### src/rtl/dbgmem_pkg.sv
package dbgmem_pkg;
  localparam logic [1:0] SEL_ADDR = 2'd0;
  localparam logic [1:0] SEL_DATA = 2'd1;
  localparam logic [1:0] SEL_CMD  = 2'd2;
  localparam int         BUSY_BIT = 4;

  // command word, bit 0 launch .. bit 3 byte width
  typedef struct packed {
    logic byte_w;
    logic regf;
    logic write;
    logic launch;
  } cmd_t;

  typedef enum logic [1:0] {
    ACC_IDLE    = 2'd0,
    ACC_ISSUE   = 2'd1,
    ACC_CAPTURE = 2'd2
  } acc_state_e;
endpackage

### src/rtl/dbgmem_rst_sync.sv
module dbgmem_rst_sync (
  input  logic clk,
  input  logic rst_n,
  output logic rst_n_sync
);
  logic [1:0] stage_q;

  always_ff @(posedge clk or negedge rst_n) begin
    if (!rst_n) stage_q <= 2'b00;
    else        stage_q <= {stage_q[0], 1'b1};
  end

  assign rst_n_sync = stage_q[1];
endmodule

### src/rtl/dbgmem_seq.sv
module dbgmem_seq
  import dbgmem_pkg::*;
(
  input  logic clk,
  input  logic rst_n,
  input  logic launch,
  input  cmd_t cmd,
  output logic busy,
  output logic mem_go,
  output logic rf_wr,
  output logic rf_cap,
  output logic mem_cap,
  output logic done
);
  acc_state_e state_q, state_d;

  always_comb begin
    state_d = state_q;
    case (state_q)
      ACC_IDLE:    if (launch) state_d = ACC_ISSUE;
      ACC_ISSUE:   state_d = (cmd.regf || cmd.write) ? ACC_IDLE : ACC_CAPTURE;
      ACC_CAPTURE: state_d = ACC_IDLE;
      default:     state_d = ACC_IDLE;
    endcase
  end

  always_ff @(posedge clk or negedge rst_n) begin
    if (!rst_n) state_q <= ACC_IDLE;
    else        state_q <= state_d;
  end

  assign busy    = (state_q != ACC_IDLE);
  assign mem_go  = (state_q == ACC_ISSUE) && !cmd.regf;
  assign rf_wr   = (state_q == ACC_ISSUE) && cmd.regf && cmd.write;
  assign rf_cap  = (state_q == ACC_ISSUE) && cmd.regf && !cmd.write;
  assign mem_cap = (state_q == ACC_CAPTURE);
  assign done    = busy && (state_d == ACC_IDLE);
endmodule

### src/rtl/dbgmem_lanes.sv
module dbgmem_lanes #(
  parameter int DATA_W = 16,
  localparam int LANES  = DATA_W / 8,
  localparam int LSEL_W = (LANES > 1) ? $clog2(LANES) : 1
) (
  input  logic              byte_mode,
  input  logic [LSEL_W-1:0] lane_sel,
  input  logic [DATA_W-1:0] wr_src,
  input  logic [DATA_W-1:0] rd_word,
  output logic [LANES-1:0]  lane_we,
  output logic [DATA_W-1:0] wr_word,
  output logic [DATA_W-1:0] rd_value
);
  logic [7:0] picked;

  for (genvar i = 0; i < LANES; i++) begin : g_lane
    assign lane_we[i]       = !byte_mode || (lane_sel == LSEL_W'(i));
    assign wr_word[i*8 +: 8] = byte_mode ? wr_src[7:0] : wr_src[i*8 +: 8];
  end

  always_comb begin
    picked = 8'h00;
    for (int i = 0; i < LANES; i++)
      if (lane_sel == LSEL_W'(i)) picked = rd_word[i*8 +: 8];
  end

  assign rd_value = byte_mode ? {{(DATA_W-8){1'b0}}, picked} : rd_word;
endmodule

### src/rtl/dbg_mem_access.sv
module dbg_mem_access
  import dbgmem_pkg::*;
#(
  parameter int ADDR_W   = 16,
  parameter int DATA_W   = 16,
  parameter int RF_IDX_W = 4,
  localparam int LANES   = DATA_W / 8,
  localparam int LSEL_W  = (LANES > 1) ? $clog2(LANES) : 1,
  localparam int WADDR_W = ADDR_W - LSEL_W
) (
  input  logic               clk,
  input  logic               rst_n,
  input  logic [1:0]         host_sel,
  input  logic               host_wr,
  input  logic [DATA_W-1:0]  host_wdata,
  output logic [DATA_W-1:0]  host_rdata,
  output logic [WADDR_W-1:0] mem_addr,
  output logic               mem_en,
  output logic [LANES-1:0]   mem_we,
  output logic [DATA_W-1:0]  mem_wdata,
  input  logic [DATA_W-1:0]  mem_rdata,
  output logic [RF_IDX_W-1:0] rf_idx,
  output logic               rf_we,
  output logic [DATA_W-1:0]  rf_wdata,
  input  logic [DATA_W-1:0]  rf_rdata
);
  logic              rst_ns;
  logic [ADDR_W-1:0] addr_q, addr_d;
  logic [DATA_W-1:0] data_q, data_d;
  cmd_t              cmd_q, cmd_d;
  logic              busy, mem_go, rf_wr, rf_cap, mem_cap, done;
  logic              host_en, launch;
  logic [LANES-1:0]  lane_we;
  logic [DATA_W-1:0] wr_word, rd_value;

  dbgmem_rst_sync u_rst (.clk(clk), .rst_n(rst_n), .rst_n_sync(rst_ns));

  assign host_en = host_wr && !busy;
  assign launch  = host_en && (host_sel == SEL_CMD) && host_wdata[0];

  dbgmem_seq u_seq (
    .clk(clk), .rst_n(rst_ns), .launch(launch), .cmd(cmd_q),
    .busy(busy), .mem_go(mem_go), .rf_wr(rf_wr), .rf_cap(rf_cap),
    .mem_cap(mem_cap), .done(done)
  );

  dbgmem_lanes #(.DATA_W(DATA_W)) u_lanes (
    .byte_mode(cmd_q.byte_w), .lane_sel(addr_q[LSEL_W-1:0]),
    .wr_src(data_q), .rd_word(mem_rdata),
    .lane_we(lane_we), .wr_word(wr_word), .rd_value(rd_value)
  );

  // next-state for host-visible registers
  always_comb begin
    addr_d = addr_q;
    data_d = data_q;
    cmd_d  = cmd_q;
    if (host_en && host_sel == SEL_ADDR) addr_d = host_wdata[ADDR_W-1:0];
    if (host_en && host_sel == SEL_DATA) data_d = host_wdata;
    if (host_en && host_sel == SEL_CMD)  cmd_d  = cmd_t'(host_wdata[3:0]);
    if (rf_cap)  data_d = rf_rdata;
    if (mem_cap) data_d = rd_value;
    if (done)    cmd_d.launch = 1'b0;
  end

  always_ff @(posedge clk or negedge rst_ns) begin
    if (!rst_ns) begin
      addr_q <= '0;
      data_q <= '0;
      cmd_q  <= '0;
    end else begin
      addr_q <= addr_d;
      data_q <= data_d;
      cmd_q  <= cmd_d;
    end
  end

  always_comb begin
    case (host_sel)
      SEL_ADDR: host_rdata = DATA_W'(addr_q);
      SEL_DATA: host_rdata = data_q;
      SEL_CMD:  host_rdata = {{(DATA_W-BUSY_BIT-1){1'b0}}, busy, cmd_q};
      default:  host_rdata = '0;
    endcase
  end

  assign mem_en    = mem_go;
  assign mem_addr  = addr_q[ADDR_W-1:LSEL_W];
  assign mem_we    = (mem_go && cmd_q.write) ? lane_we : '0;
  assign mem_wdata = wr_word;
  assign rf_idx    = addr_q[RF_IDX_W-1:0];
  assign rf_we     = rf_wr;
  assign rf_wdata  = data_q;
endmodule

### config.mk
export PLATFORM = sky130hd
export DESIGN_NAME = dbg_mem_access
export DESIGN_NICKNAME = d
export VERILOG_FILES = /design/src/rtl/dbgmem_pkg.sv /design/src/rtl/dbgmem_rst_sync.sv /design/src/rtl/dbgmem_seq.sv /design/src/rtl/dbgmem_lanes.sv /design/src/rtl/dbg_mem_access.sv
export SDC_FILE = /design/constraint.sdc
export NUM_CORES = 1
export LEC_CHECK = 0
export BUFFER_PORTS_ARGS = -buffer_cell sky130_fd_sc_hd__clkbuf_2
export CORE_MARGIN = 5
export CORE_UTILIZATION = 48
export CTS_BUF_LIST = sky130_fd_sc_hd__clkbuf_4
export DETAILED_ROUTE_END_ITERATION = 16
export PLACE_DENSITY = 0.8
export SKIP_CTS_REPAIR_TIMING = 1
export SYNTH_ARGS = -nofsm -noshare
export SYNTH_HDL_FRONTEND = slang
export SYNTH_SLANG_ARGS = --single-unit
export TNS_END_PERCENT = 50
### constraint.sdc
create_clock -name clk -period 1.95 [get_ports clk]
set_clock_uncertainty 0.1 [all_clocks]
set_input_delay 0.39 -clock clk [delete_from_list [all_inputs] [get_ports clk]]
set_output_delay 0.39 -clock clk [all_outputs]
set_load 0.02 [all_outputs]
Yosys cells after proc, flatten, opt, wreduce, memory -nomap -nowiden
Cells that the tools add are included.
Widths: inputs -> output; s select.

word-level totals
  bits in writable memories = 0
  register bits after elaboration = 40
  latch bits = 0
  output and inout bits = 71
  ROM bits = 0
  memories kept = 0

cells by class
  reduce and logical (&&, ||, !) cells = 24
  multiplexer cells = 13
  div/mod/pow operators = 0
  shifts and indexed selects = 0
  $mul = 0
  $add $sub $neg = 0
  equality and inequality tests = 4
  $lt $le $gt $ge = 0
  bitwise logic cells = 1

operators by type and width
  cell                count
  $mux 16             4
  $pmux 16 s3         1
  $mux 8              2
  $logic_and 1x1->1   11
  $logic_not 2->1     3
  $mux 2              3
  $eq 2x1->1 const B  2
  $eq 2x2->1 const B  2
  $logic_not 1->1     4
  $pmux 2 s2          1
  $reduce_bool 2->1   2
  $logic_or 1x1->1    3
  $reduce_bool 3->1   1
  $mux 1              2
  $not 1->1           1

Logic depth before layout (Yosys ltp)
Gate-level depths: netlist of the first run.

  word-level depth = 10
  gate-level depth with buffers = 7
  depth with buffers taken out = 4

Hierarchy
From an unflattened synthesis of the first run, not the netlist that was laid out.

unflattened totals
  cells, all modules = 204
  area, all modules = 2439.8 sq um

by module, submodules not included
  module           instances  cells an instance  seq. area each (sq um)  area each (sq um)
  dbg_mem_access   1          153                900.9                   1891.8
  dbgmem_lanes     1          36                 0.0                     372.9
  dbgmem_seq       1          12                 50.0                    121.4
  dbgmem_rst_sync  1          3                  50.0                    53.8

Least setup slack after synthesis of the first run
OpenSTA, ideal clock, no wires.

  path type = register to output
  from = register u_seq.state_q[1]
  to = output mem_we[0]
  stages on the path, launching flop included = 5
  buffers on the path = 1
  arrival = 1647 ps
  path slack = -187 ps
  cells stage by stage = dfrtp_1 clkbuf_8 nor3_1 nand2_1 a21oi_1

on the way
  longest elaborated chain between the ends = 4

RTL lines
  item                      line                  text
  start: declaration        dbgmem_seq.sv:15      acc_state_e state_q, state_d;
  start signal: assignment  dbgmem_seq.sv:29      else state_q <= state_d;
  $eq 2x1->1                dbgmem_seq.sv:33      assign mem_go = (state_q == ACC_ISSUE) && !cmd.regf;
  $logic_and 1x1->1         dbgmem_seq.sv:33
  net mem_en                dbg_mem_access.sv:18  output logic mem_en,
  $logic_and 1x1->1         dbg_mem_access.sv:89  assign mem_we = (mem_go && cmd_q.write) ? lane_we : '0;
  $mux 2                    dbg_mem_access.sv:89
  end: declaration          dbg_mem_access.sv:19  output logic [LANES-1:0] mem_we,

The timed path passes the listed nets, and every way through them passes these cells.

Worst setup path in the final report of the first run
  from = register u_seq.state_q[1]
  to = output mem_we[1]

on the way
  longest elaborated chain between the ends = 4

RTL lines
  item               line
  $eq 2x1->1         dbgmem_seq.sv:33
  $logic_and 1x1->1  dbgmem_seq.sv:33
  $logic_and 1x1->1  dbg_mem_access.sv:89
  $mux 2             dbg_mem_access.sv:89

No other way between the ends.

==> impl_metrics.toml, run 1 <==
[outcome]
outcome = "finished clean"

[sta]
fin_hold_ws_ps = 52.39
period_share_pct = 99.98
slew_violations = 0
maxSlewHeadroom_pct = 64.27
hold_viol = 0
tightest_slew_ps = 534.0
rsz0062_at_grt = "yes"
fmax_mhz = 512.9
tns_ps = 0
min_period_ps = 1950
setup_viol_count_final = 0

[yosys]
syn_inst = 265
ys_ff_latch = 40
netlist_area_um2 = 2649
synth_nets = 318
ys.flop_type = "dfrtp_1"
synth.distinct_cells = 34
synth_edf_count = 0
yosysSeqAreaShare_pct = 37.79
ys_warn_count = 0
async_flop_share_pct = 100.0
avgSynthCellArea_um2 = 9.995

[power_and_ir_drop]
p_total_uw = 3043
power_frac_comb_pct = 46.5
leakagePower_uw = 0.001836
power.density_nw_per_um2 = 885.8
pwr-share-clk_pct = 13.7
ir_drop_mv = 0.5621
p_int_uw = 1744
seq_power_share_pct = 39.8
p_switching_uw = 1300
swShare_pct = 42.70

[clock_network]
cts.clk_slew.worst_paths_ps = 120
max-clock-path-buffers = 2
h-tree-depth = 2
cts_root_buffer = "clkbuf_4"
cts_tree = "yes"
cts_num_sinks = 40
cts_buffers = 5
clk_latency_ps = 350

[detailed_routing]
vias = 2550
ant_nets = 0
wirelength_mm = 8.253
drt_iter0_markers = 172
wl_per_cell_um = 17.79
dr.pass1.iters = 4
routed_via_density = 5.496
post-route-drc-count = 0

[finish]
fillCellCount = 448
diodes = 0
nNetsFinal = 444
layout_common_cells = "117 x clkbuf_2, 35 x dfrtp_1, 28 x buf_4, 25 x mux2i_1, 25 x mux2_2"
final_common_cell = "clkbuf_2"
stdcell_count = 464
drive_above_1_share_pct = 53.83
syn_to_final_growth_pct = 29.71

[critical_path]
critical_path_class = "register to primary output"
worst-endpoint-required_ps = 1460
start_kind = "register"
path_max_fanout = 7
arrival_ps = 1460
rr_worst_depth = 5
end_kind = "primary output"

[placed_design]
portBuffers = 123
placedCellCount = 447
gp_congestion = 0.8931
dp.final_hpwl_mm = 6.149

[global_routing]
grt_pass1_vias = 2597
grt_usage_pct = 22.49
grt_start_max_net_pins = 29
grt_pass1_wl_mm = 13.15
antenna_found_initial = 0
overflow = 0

[worst_hold_path]
hp-class = "register to async pin"

[floorplan]
die_h_um = 84.29
row_count = 27
initial_core_util_pct = 48.70
die_w_um = 84.29
die-area_um2 = 7104
ioPinCount = 124
core-area_um2 = 5439

[run]
max_cap_viol_count = 0
==> critical path, stage by stage, from the launching register on <==
cell	delay [ps]
dfrtp_2	480
nor3_2	210
nand2_1	130
a21oi_1	140
buf_4	160
==> path summary, 6_finish.rpt <==
path                                       startpoint                    endpoint  slack, ps
max                        u_seq.state_q[1]$_DFF_PN0_                   mem_we[1]        0.4
min                        u_rst.stage_q[1]$_DFF_PN0_     rf_wdata[7]$_DFFE_PN0P_         50
max reg2reg                u_seq.state_q[1]$_DFF_PN0_       addr_q[2]$_DFFE_PN0P_        100
min reg2reg                u_rst.stage_q[1]$_DFF_PN0_     rf_wdata[7]$_DFFE_PN0P_         50
max in group asynchronous  u_rst.stage_q[1]$_DFF_PN0_  u_seq.state_q[1]$_DFF_PN0_       1240
min in group clk                        host_wdata[0]  u_seq.state_q[0]$_DFF_PN0_        190
==> area by class of cell <==
class                      count  area [um2]  share of cell area [%]
clock buffer                   6       45.04                   1.311
clock inverter                 2       7.507                  0.2185
inverter                      11       41.29                   1.202
multi-input combinational    180        1361                   39.62
sequential                    40        1007                   29.32
tap                           72       90.09                   2.622
timing repair buffer         153       883.3                   25.71
==> flip-flops by register name, indices dropped and copies added (netlist names) <==
signal	flops
addr_q	16
rf_wdata	16
cmd_q	4
u_rst.stage_q	2
u_seq.state_q	2
==> per-stage QoR <==
step	util, %	setup slack [ps]	instance area (um2)
after floorplan	-	36.10	2654
after global placement	60.04	176.9	3266
after global routing	63.17	-87.40	3436
final	63.17	0.4238	3436
after detailed placement	60.04	171.9	3266
after CTS	61.01	-131.5	3318
==> power by group through the flow <==
stage                     registers (uW)  logic (uW)  clock network [uW]
after floorplan                     1330         811                   0
after global placement              1210        1340                   0
after detailed placement            1220        1360                   0
after CTS                           1200        1360                 420
after global routing                1240        1510                 458
final                               1210        1410                 416
==> logic make-up (layout without fill, tap and decap cells) <==
group | Yosys count | in the layout | synth area share [%]
buffers and inverters | 45 | 172 | 12.14
DFF | 40 | 40 | 37.79
and+or+nand+nor | 57 | 57 | 10.11
other | 1 | 1 | 0.1416
muxes | 51 | 51 | 20.50
AOI/OAI and AO/OA | 71 | 71 | 19.32
==> cell usage after synthesis (5+ instances only) <==
cell,count,share of area (%)
nor2_1,24,3.4
a21oi_1,13,2.5
a22o_1,9,3.0
clkbuf_8,5,2.6
a22oi_1,9,2.6
o21ai_0,18,3.4
mux2_2,26,11
nand3_1,8,1.5
clkbuf_1,5,0.71
buf_6,5,2.1
mux2i_1,25,9.4
inv_1,11,1.6
dfrtp_1,40,38
nand2_1,13,1.8
a211o_2,8,3.0
buf_4,13,3.7
==> layer usage <==
layer  vias up  global-route usage [%]  wire (um)  part of all wire (%)
li1       1193                       -          -                     -
met4         0                   5.556        144                   1.7
met5         -                       0          0                     0
met2       133                   37.73       4098                    50
met1      1206                   28.56       3243                    39
met3        18                   6.477        765                   9.3
Power figures use the tool's default switching activity.
==> inputs of run 2 (changes only) <==
CORE_UTILIZATION = 44   (was 48)
MAX_ROUTING_LAYER = met4   (was unset)
PLACE_DENSITY = 0.77   (was 0.8)
clock period = 1.6 ns   (was 1.95 ns; I/O delays follow)
==> run 2 against run 1 <==
Net effect: worst setup slack worse by 330 ps; largest power group unchanged; sequential share of layout area down 3.1 points; register-to-register slack worse by 350 ps; power rose by 44%; critical path depth is 1 higher; via count up 4.8%; the flow now finishes with violations (setup timing); cell count is 3.9% higher.
==> impl_metrics.toml, run 2 (synthesis gave the netlist of run 1 again) <==
[sta]
hold_viol = 0
tns_ps = -8736
rsz0062_at_grt = "yes"
period_share_pct = 120.5
fmax_mhz = 518.7
setup_viol_count_final = 52
setup_ws_ps = -327.9
maxSlewHeadroom_pct = 66.14
slew_violations = 0
fin_hold_ws_ps = 102.8
min_period_ps = 1928
tightest_slew_ps = 507.9

[floorplan]
ioPinCount = 124
row_count = 28
initial_core_util_pct = 45.00
core-area_um2 = 5886
die-area_um2 = 7672
die_h_um = 87.59
die_w_um = 87.59

[finish]
fillCellCount = 478
finish.utilization_pct = 65.48
nNetsFinal = 459
drive_above_1_share_pct = 58.72
syn_to_final_growth_pct = 45.49
stdcell_count = 482
final_common_cell = "clkbuf_2"
diodes = 0
layout_common_cells = "96 x clkbuf_2, 39 x buf_4, 34 x dfrtp_1, 25 x mux2i_1"

[clock_network]
cts_buffers = 5
cts_tree = "yes"
clk_latency_ps = 360
cts_root_buffer = "clkbuf_4"
h-tree-depth = 2
cts.clk_slew.worst_paths_ps = 140
max-clock-path-buffers = 2
cts_num_sinks = 40

[detailed_routing]
wl_met2_mm = 4.350
routed_via_density = 5.544
wl_per_cell_um = 17.97
vias = 2672
post-route-drc-count = 0
drt_iter0_markers = 149
dr_wl_met3_um = 600
met1_length_mm = 3.485
wirelength_mm = 8.662
ant_nets = 0
dr.pass1.iters = 5
routed.top_layer = "met4"

[critical_path]
arrival_ps = 1510
worst-endpoint-required_ps = 1180
start_kind = "register"
reg2reg_setup_slack_ps = -250
path_max_fanout = 4
critical_path_class = "register to primary output"
end_kind = "primary output"

[placed_design]
portBuffers = 123
placedCellCount = 464
gp_congestion = 0.8836
dp.final_hpwl_mm = 6.385

[global_routing]
overflow = 0
grt_pass1_wl_mm = 12.99
grt_usage_pct = 22.21
grt_pass1_vias = 2664
antenna_found_initial = 0
grt_start_max_net_pins = 39

[power_and_ir_drop]
power.density_nw_per_um2 = 1135
ir_drop_mv = 0.8432
leakagePower_uw = 0.002042
p_total_uw = 4374

[outcome]
outcome = "finished, violations left"
violations = "setup timing"

[run]
max_cap_viol_count = 0

[worst_hold_path]
hp-class = "primary input to register"
run 2: changes by cell type in the layout (fill, tap and decap cells not counted), sizes merged:
cell,before,now
clkinv,2,0
clkbuf,123,102
buf,35,71
bufinv,0,2
run 2: path summary, 6_finish.rpt:
kind                                         endpoint  cells after the start                       start
max                                         mem_we[0]                      5        cmd_q[2]$_DFFE_PN0P_
min                        u_seq.state_q[0]$_DFF_PN0_                      3               host_wdata[0]
max reg2reg                  rf_wdata[10]$_DFFE_PN0P_                      5        cmd_q[2]$_DFFE_PN0P_
min reg2reg                     addr_q[1]$_DFFE_PN0P_                      1  u_rst.stage_q[1]$_DFF_PN0_
max in group asynchronous     rf_wdata[0]$_DFFE_PN0P_                      1  u_rst.stage_q[1]$_DFF_PN0_
min in group asynchronous  u_rst.stage_q[1]$_DFF_PN0_                      2                       rst_n
run 2: power breakdown:
| group | internal (uW) | switching, uW |
|---|---|---|
| combinational | 967 | 1080 |
| clock | 505 | 358 |
| sequential | 1220 | 249 |
| total | 2690 | 1680 |
run 2: per-layer routing:
metal  vias up  track usage, %
li1       1229               -
met5         -               -
met4         0           7.531
met1      1292           27.29
met2       130           36.92
met3        21           3.763
run 2: critical path, cell delays in order, from the launching register on:
cell	delay [ps]
dfrtp_1	450
buf_6	150
nor3_4	190
nand2_2	110
a21oi_2	110
buf_4	140
run 2: area by class of cell:
class / count / area [um2] / area share, %
Multi-Input combinational cell: 180 / 1494 / 38.77
Timing Repair Buffer: 168 / 1111 / 28.83
Sequential cell: 40 / 1008 / 26.17
Tap cell: 75 / 93.84 / 2.435
Clock inverter: 2 / 60.06 / 1.558
Clock buffer: 6 / 45.04 / 1.169
Inverter: 11 / 41.29 / 1.071
run 2: per-stage QoR:
step | setup WS [ps] | area, um2
global route | -404.9 | 3854
finish | -327.9 | 3854
global placement | -97.34 | 3428
CTS | -442.5 | 3533
floorplan | -124.6 | 2719
detailed placement | -90.27 | 3428
